[src/rtl/lp_mbist_pkg.sv]
package lp_mbist_pkg;

  typedef enum logic [1:0] {
    ST_IDLE  = 2'd0,
    ST_RUN   = 2'd1,
    ST_DRAIN = 2'd2,
    ST_DONE  = 2'd3
  } run_state_e;

  typedef struct packed {
    logic up;       // address direction
    logic two_ops;  // element has a second operation
    logic op0_rd;   // first op is a read
    logic op0_val;  // first op data / expectation
    logic op1_rd;
    logic op1_val;
  } march_elem_t;

  localparam logic [2:0] LAST_ELEM = 3'd5;

  function automatic march_elem_t elem_info(input logic [2:0] idx);
    march_elem_t e;
    case (idx)
      3'd0:    e = '{up: 1'b1, two_ops: 1'b0, op0_rd: 1'b0, op0_val: 1'b0, op1_rd: 1'b0, op1_val: 1'b0};
      3'd1:    e = '{up: 1'b1, two_ops: 1'b1, op0_rd: 1'b1, op0_val: 1'b0, op1_rd: 1'b0, op1_val: 1'b1};
      3'd2:    e = '{up: 1'b1, two_ops: 1'b1, op0_rd: 1'b1, op0_val: 1'b1, op1_rd: 1'b0, op1_val: 1'b0};
      3'd3:    e = '{up: 1'b0, two_ops: 1'b1, op0_rd: 1'b1, op0_val: 1'b0, op1_rd: 1'b0, op1_val: 1'b1};
      3'd4:    e = '{up: 1'b0, two_ops: 1'b1, op0_rd: 1'b1, op0_val: 1'b1, op1_rd: 1'b0, op1_val: 1'b0};
      default: e = '{up: 1'b1, two_ops: 1'b0, op0_rd: 1'b1, op0_val: 1'b0, op1_rd: 1'b0, op1_val: 1'b0};
    endcase
    return e;
  endfunction

endpackage

[src/rtl/mbist_addr_gen.sv]
module mbist_addr_gen #(
  parameter int unsigned AW = 16
) (
  input  logic          clk,
  input  logic          rst_n,
  input  logic          load,
  input  logic          load_up,
  input  logic          step,
  input  logic          dir_up,
  output logic [AW-1:0] addr,
  output logic          at_end
);

  logic [AW-1:0] addr_q, addr_d;
  logic          addr_en;

  always_comb begin
    addr_d  = addr_q;
    addr_en = load | step;
    if (load) begin
      addr_d = load_up ? '0 : '1;
    end else if (step) begin
      addr_d = dir_up ? (addr_q + AW'(1)) : (addr_q - AW'(1));
    end
  end

  always_ff @(posedge clk or negedge rst_n) begin
    if (!rst_n) begin
      addr_q <= '0;
    end else if (addr_en) begin
      addr_q <= addr_d;
    end
  end

  assign addr   = addr_q;
  assign at_end = dir_up ? (&addr_q) : (addr_q == '0);


  step_up_chk: assert property (@(posedge clk) disable iff (!rst_n)
    (step && !load && dir_up) |=> (addr_q == $past(addr_q) + AW'(1)));


  step_dn_chk: assert property (@(posedge clk) disable iff (!rst_n)
    (step && !load && !dir_up) |=> (addr_q == $past(addr_q) - AW'(1)));

endmodule

[src/rtl/mbist_seq.sv]
module mbist_seq
  import lp_mbist_pkg::*;
(
  input  logic clk,
  input  logic rst_n,
  input  logic start,
  input  logic mode,
  input  logic addr_last,
  output logic load,
  output logic load_up,
  output logic step,
  output logic dir_up,
  output logic run,
  output logic lp,
  output logic acc,
  output logic wr,
  output logic rd,
  output logic val,
  output logic clr,
  output logic done
);

  run_state_e  state_q, state_d;
  logic [2:0]  elem_q, elem_d;
  logic        op_q, op_d;
  logic        acc_q, acc_d;
  logic        lp_q, lp_d;
  march_elem_t info, info_nxt;
  logic        cur_rd, cur_val;

  always_comb begin
    info     = elem_info(elem_q);
    info_nxt = elem_info(3'(elem_q + 3'd1));
    cur_rd   = op_q ? info.op1_rd  : info.op0_rd;
    cur_val  = op_q ? info.op1_val : info.op0_val;
  end

  always_comb begin
    state_d = state_q;
    elem_d  = elem_q;
    op_d    = op_q;
    acc_d   = acc_q;
    lp_d    = lp_q;
    load    = 1'b0;
    load_up = 1'b1;
    step    = 1'b0;
    clr     = 1'b0;
    case (state_q)
      ST_IDLE, ST_DONE: begin
        if (start) begin
          state_d = ST_RUN;
          elem_d  = 3'd0;
          op_d    = 1'b0;
          acc_d   = 1'b0;
          lp_d    = mode;
          load    = 1'b1;
          clr     = 1'b1;
        end
      end
      ST_RUN: begin
        if (!acc_q) begin
          acc_d = 1'b1;
        end else begin
          acc_d = 1'b0;
          if (info.two_ops && !op_q) begin
            op_d = 1'b1;
          end else begin
            op_d = 1'b0;
            if (!addr_last) begin
              step = 1'b1;
            end else if (elem_q != LAST_ELEM) begin
              elem_d  = 3'(elem_q + 3'd1);
              load    = 1'b1;
              load_up = info_nxt.up;
            end else begin
              state_d = ST_DRAIN;
            end
          end
        end
      end
      default: state_d = ST_DONE;  // drain: last compare in flight
    endcase
  end

  always_ff @(posedge clk or negedge rst_n) begin
    if (!rst_n) begin
      state_q <= ST_IDLE;
      elem_q  <= 3'd0;
      op_q    <= 1'b0;
      acc_q   <= 1'b0;
      lp_q    <= 1'b0;
    end else begin
      state_q <= state_d;
      elem_q  <= elem_d;
      op_q    <= op_d;
      acc_q   <= acc_d;
      lp_q    <= lp_d;
    end
  end

  assign dir_up = info.up;
  assign run    = (state_q == ST_RUN);
  assign lp     = lp_q;
  assign acc    = run & acc_q;
  assign wr     = acc & ~cur_rd;
  assign rd     = acc & cur_rd;
  assign val    = cur_val;
  assign done   = (state_q == ST_DONE);


  acc_gap_chk: assert property (@(posedge clk) disable iff (!rst_n)
    acc |=> !acc);


  done_hold_chk: assert property (@(posedge clk) disable iff (!rst_n)
    (done && !start) |=> done);


  idle_quiet_chk: assert property (@(posedge clk) disable iff (!rst_n)
    (state_q == ST_IDLE || state_q == ST_DONE) |-> !acc);


  mode_hold_chk: assert property (@(posedge clk) disable iff (!rst_n)
    (run && $past(run)) |-> $stable(lp_q));

endmodule

[src/rtl/mbist_pchg_dec.sv]
module mbist_pchg_dec #(
  parameter int unsigned BANKS = 8,
  parameter int unsigned BW    = $clog2(BANKS)
) (
  input  logic [BW-1:0]    bank,
  input  logic             run,
  input  logic             lp,
  output logic [BANKS-1:0] pchg
);

  for (genvar g = 0; g < BANKS; g++) begin : g_bank
    assign pchg[g] = run & (~lp | (bank == BW'(g)));
  end


  always_comb lp_onehot_chk: assert (!(run && lp) || $countones(pchg) == 1);

  always_comb full_chk: assert (!(run && !lp) || (&pchg));

  always_comb off_chk: assert (run || pchg == '0);

endmodule

[src/rtl/mbist_resp_cmp.sv]
module mbist_resp_cmp #(
  parameter int unsigned DW = 1
) (
  input  logic          clk,
  input  logic          rst_n,
  input  logic          clr,
  input  logic          chk,
  input  logic          exp_val,
  input  logic [DW-1:0] rdata,
  output logic          fail
);

  logic chk_q, exp_q, fail_q, fail_d, miss;

  always_comb begin
    miss   = chk_q && (rdata != {DW{exp_q}});
    fail_d = clr ? 1'b0 : (fail_q | miss);
  end

  always_ff @(posedge clk or negedge rst_n) begin
    if (!rst_n) begin
      chk_q  <= 1'b0;
      exp_q  <= 1'b0;
      fail_q <= 1'b0;
    end else begin
      chk_q  <= chk;
      exp_q  <= exp_val;
      fail_q <= fail_d;
    end
  end

  assign fail = fail_q;


  fail_sticky_chk: assert property (@(posedge clk) disable iff (!rst_n)
    (fail_q && !clr) |=> fail_q);


  fail_cause_chk: assert property (@(posedge clk) disable iff (!rst_n)
    $rose(fail_q) |-> $past(chk_q));

endmodule

[src/rtl/lp_mbist_ctrl.sv]
module lp_mbist_ctrl #(
  parameter int unsigned ROWS  = 256,
  parameter int unsigned COLS  = 256,
  parameter int unsigned BANKS = 8,
  parameter int unsigned DW    = 1,
  localparam int unsigned AW   = $clog2(ROWS) + $clog2(COLS),
  localparam int unsigned BW   = $clog2(BANKS)
) (
  input  logic             clk,
  input  logic             rst_n,
  input  logic             start_i,
  input  logic             lowpwr_i,
  output logic [AW-1:0]    mem_addr_o,
  output logic [DW-1:0]    mem_wdata_o,
  output logic             mem_en_o,
  output logic             mem_we_o,
  input  logic [DW-1:0]    mem_rdata_i,
  output logic [BANKS-1:0] pchg_en_o,
  output logic             done_o,
  output logic             fail_o
);

  logic          load, load_up, step, dir_up, addr_last;
  logic          run, lp, acc, wr, rd, val, clr, done;
  logic [AW-1:0] addr;
  logic [BW-1:0] bank;

  mbist_seq i_seq (
    .clk       (clk),
    .rst_n     (rst_n),
    .start     (start_i),
    .mode      (lowpwr_i),
    .addr_last (addr_last),
    .load      (load),
    .load_up   (load_up),
    .step      (step),
    .dir_up    (dir_up),
    .run       (run),
    .lp        (lp),
    .acc       (acc),
    .wr        (wr),
    .rd        (rd),
    .val       (val),
    .clr       (clr),
    .done      (done)
  );

  mbist_addr_gen #(.AW(AW)) i_addr (
    .clk     (clk),
    .rst_n   (rst_n),
    .load    (load),
    .load_up (load_up),
    .step    (step),
    .dir_up  (dir_up),
    .addr    (addr),
    .at_end  (addr_last)
  );

  assign bank = addr[AW-1 -: BW];

  mbist_pchg_dec #(.BANKS(BANKS), .BW(BW)) i_pchg (
    .bank (bank),
    .run  (run),
    .lp   (lp),
    .pchg (pchg_en_o)
  );

  mbist_resp_cmp #(.DW(DW)) i_cmp (
    .clk     (clk),
    .rst_n   (rst_n),
    .clr     (clr),
    .chk     (rd),
    .exp_val (val),
    .rdata   (mem_rdata_i),
    .fail    (fail_o)
  );

  assign mem_addr_o  = addr;
  assign mem_wdata_o = {DW{val}};
  assign mem_en_o    = acc;
  assign mem_we_o    = wr;
  assign done_o      = done;


  strobe_setup_chk: assert property (@(posedge clk) disable iff (!rst_n)
    mem_en_o |-> ($stable(mem_addr_o) && $stable(pchg_en_o) && $stable(mem_wdata_o)));


  bank_hit_chk: assert property (@(posedge clk) disable iff (!rst_n)
    (mem_en_o && lp) |-> pchg_en_o[mem_addr_o[AW-1 -: BW]]);

endmodule

[config.mk]
export PLATFORM = sky130hd
export DESIGN_NAME = lp_mbist_ctrl
export DESIGN_NICKNAME = d
export VERILOG_FILES = /design/src/rtl/lp_mbist_pkg.sv /design/src/rtl/mbist_addr_gen.sv /design/src/rtl/mbist_seq.sv /design/src/rtl/mbist_pchg_dec.sv /design/src/rtl/mbist_resp_cmp.sv /design/src/rtl/lp_mbist_ctrl.sv
export SDC_FILE = /design/constraint.sdc
export NUM_CORES = 1
export LEC_CHECK = 0
export ABC_AREA = 1
export BUFFER_PORTS_ARGS = -buffer_cell sky130_fd_sc_hd__buf_4
export CORE_MARGIN = 4
export CORE_UTILIZATION = 60
export CTS_BUF_LIST = sky130_fd_sc_hd__clkbuf_2 sky130_fd_sc_hd__clkbuf_4 sky130_fd_sc_hd__clkbuf_8
export CTS_CLUSTER_SIZE = 20
export DETAILED_ROUTE_END_ITERATION = 8
export GPL_TIMING_DRIVEN = 0
export PLACE_DENSITY = 0.93
export RECOVER_POWER = 100
export REMOVE_ABC_BUFFERS = 1
export SLEW_MARGIN = 20
export SYNTH_ARGS = -nofsm -noshare
export SYNTH_HDL_FRONTEND = slang
export SYNTH_SLANG_ARGS = --single-unit
export TNS_END_PERCENT = 50
[constraint.sdc]
create_clock -name clk -period 7.1 [get_ports clk]
set_input_delay 0.355 -clock clk [delete_from_list [all_inputs] [get_ports clk]]
set_output_delay 0.355 -clock clk [all_outputs]
set_load 0.02 [all_outputs]
==> flow_summary.yaml <==
sta:
  max_freq_mhz: 238.5
  min_period_over_period_pct: 59.04
  slew_violations: 27
  worstMarginPinSlew_ns: 1.503
  final_hold_viol_count: 0
  rsz0062_at_grt: "no"
  finalCriticalPeriod_ns: 4.192
  finClkSkew_ns: 0.003040
  maxSlewHeadroom_pct: -0.1781
  tns_ns: 0
  finalSetupViolations: 0
logic_synthesis:
  synth_edf_count: 0
  ys_ff_latch: 27
  synth_area_sq_mm: 0.002978
  synth_compound_area_share_pct: 6.933
  synth_mux_area_share_pct: 0
  yosysSeqAreaShare_pct: 22.69
  yosys_warnings: 0
  synth_ff_type: "dfrtp_1"
  synth-xor-area-share_pct: 2.353
  synth_top_family_by_area: "simple AND/OR/NAND/NOR gates"
  syn-instance-count: 467
  synth-simple-area-share_pct: 45.25
  syn_avg_cell_area_sq_um: 6.377
  async_reset_ff_share_pct: 100.0
  synth_fa_ha_area_share_pct: 11.60
  ys_types: 33
setup_path:
  worstSetupPathType: "reg2reg"
  critPathMaxFanout: 17
  start_kind: "flop"
  cp-end-kind: "flop"
  critPathArrivalTime_ns: 4.40
  cp.required_ns: 7.31
global_route:
  grt_start_max_net_pins: 28
  grt_overflow_total: 0
  grt_pass1_vias: 2747
  antenna_found_initial: 0
  grt_pass1_wl_um: 12450
  grt.total_usage_pct: 24.67
clocking:
  clk_latency_ns: 0.27
  cts-resized-gates: 0
  cts_tree: "built"
  cts.clk_slew.worst_paths_ns: 0.09
  cts.sinks: 27
  root_buffer: "clkbuf_8"
  cts_max_path_buffers: 2
  numCtsBuffers: 3
  cts.htree.levels: 1
  post-cts-setup-buffer-count: 0
placed_design:
  io_buffer_count: 33
  place_hpwl_um: 5705
  dpl_cell_area_sq_mm: 0.003231
  gp_congestion: 0.9156
  dp_cells: 558
floorplan:
  core.rowCount: 25
  io-pin-count: 34
  die_area_sq_mm: 0.006154
  die_w_um: 78.45
  coreArea_sq_mm: 0.004755
  start_util_pct: 62.63
  die_h_um: 78.45
pwr:
  comb_power_share_pct: 64.6
  powerDensity_mw_per_mm2: 342.6
  p_switching_uw: 615.2
  pwr-share-clk_pct: 8.6
  ir_drop_mv: 0.2760
  sw_frac_of_total_pct: 57.15
  p_leak_nw: 1.809
  internal_power_uw: 461.3
  p_seq_share_pct: 26.8
routing:
  firstDrtPassIters: 5
  drc: 0
  drt_iter0_drc: 334
  wl_per_cell_um: 13.20
  vias_per_cell: 5.433
  wirelength_um: 7429
  ant_nets: 0
  vias: 3059
final_layout:
  drive_above_1_share_pct: 7.056
  final_cells: 563
  fin_nets: 529
  syn2layout_area_growth_pct: 5.504
  post-route-cell-area_sq_mm: 0.003142
  fin_util_pct: 66.08
  diodes: 0
run_status:
  violations: "capacitance limit, slew limit"
  outcome: "complete, but fails checks"
hold_path:
  hold_path.class: "in2reg"
flow_run:
  drv_cap: 1
synthesized netlist by cell type (3+ instances only):
library cell  count  area [sq um]
and2_1            3         18.77
nand4_1           7         43.79
dfrtp_1          27         675.7
nand3_2          13         130.1
ha_1             26         325.3
nor2_1           51         191.4
nand3b_1          4         30.03
nand2_1         158         593.1
inv_2             5         18.77
xor2_1            8         70.07
inv_1            61         229.0
nand2_2           4         25.02
nand3_1          40         200.2
nand2_4           4         45.04
buf_6             3         33.78
a21oi_1          22         110.1
o21ai_0          10         50.05
sequential cells by signal, summed over array words and instances, names as in the netlist:
register,flops
i_addr.addr,16
i_cmp.fail,1
i_cmp.exp_q,1
i_seq.acc_q,1
i_seq.op_q,1
i_seq.elem_q,3
i_seq.lp,1
i_seq.state_q,2
i_cmp.chk_q,1
per-layer routing:
layer | wire length, um | vias to the layer above | global-route usage [%]
met5 | 0 | - | 0
met2 | 3500 | 118 | 41.87
met4 | 155 | 0 | 5.944
met1 | 3360 | 1393 | 33.00
li1 | - | 1528 | -
met3 | 412 | 20 | 3.670
cell families (layout without fill, tap and decap cells):
family,after synthesis,count (layout)
adder cells (fa/ha/maj),27,27
XOR/XNOR,8,8
buffers and inverters,76,105
AO/OA/AOI/OAI,37,37
AND/OR/NAND/NOR,292,292
flip-flops,27,27
area by class of cell:
class                      count  area [sq um]
clock buffer                   4         48.80
tap                           67         83.83
multi-input combinational    364          1931
sequential                    27         675.6
fill                         442          1613
timing repair buffer          34         148.9
inverter                      67         254.0
critical path, stage by stage, from the launching register on:
cell     delay [ns]
dfrtp_1        0.42
inv_1          0.10
ha_1           0.24
o21ai_0        0.48
nand3_2        0.20
inv_1          0.51
nand2_1        0.28
nand3_1        0.58
nand3_1        0.70
nand2_1        0.43
nor2_1         0.08
nor2_1         0.10
through the flow:
| stage | setup slack, ns | hold WS, ns | power (mW) |
|---|---|---|---|
| floorplan | 4.605 | 0.05941 | 0.8024 |
| finish | 2.908 | 0.2801 | 1.077 |
| CTS | 4.182 | 0.2814 | 1.138 |
| global route | 2.565 | 0.2840 | 1.176 |
| detailed placement | 4.210 | 0.2922 | 1.039 |
| global placement | 4.319 | 0.2899 | 1.007 |
power groups by stage:
| stage | Sequential (mW) | Combinational (mW) | Clock, mW |
|---|---|---|---|
| after floorplan | 0.302 | 0.500 | 0 |
| after global placement | 0.286 | 0.721 | 0 |
| after detailed placement | 0.290 | 0.749 | 0 |
| after CTS | 0.287 | 0.756 | 0.0946 |
| after global routing | 0.298 | 0.778 | 0.100 |
| final | 0.289 | 0.695 | 0.0925 |
timing repair:
| action | 4_1_cts | 5_1_grt |
|---|---|---|
| setup endpoints to repair | 0 | 0 |
| hold buffers | 1 | 0 |
| endpoints found under the hold margin | 27 | 0 |
path summary, 6_finish.rpt:
check	startpoint	end	slack [ns]	cells past startpoint
worst max-delay path	i_seq.elem_q[1]	i_addr.addr[15]	2.91	11
worst min-delay path	lowpwr_i	i_seq.lp	0.28	3
worst max register to register	i_seq.elem_q[1]	i_addr.addr[15]	2.91	11
worst min register to register	i_cmp.chk_q	i_cmp.fail	0.51	2
max in group asynchronous	rst_n	i_seq.state_q[0]	5.26	2
min in group asynchronous	rst_n	i_seq.lp	0.97	2
cell usage in the layout (no fill, tap or decap), drive strengths merged, types with 5 or more instances in the layout:
cell type and instances:
nand2 166, inv 67, nand3 54, nor2 53, clkbuf 33, dfrtp 27, ha 26, a21oi 23
o21ai 12, xor2 8, nand4 7, and2 5
Power figures use the tool's default switching activity.
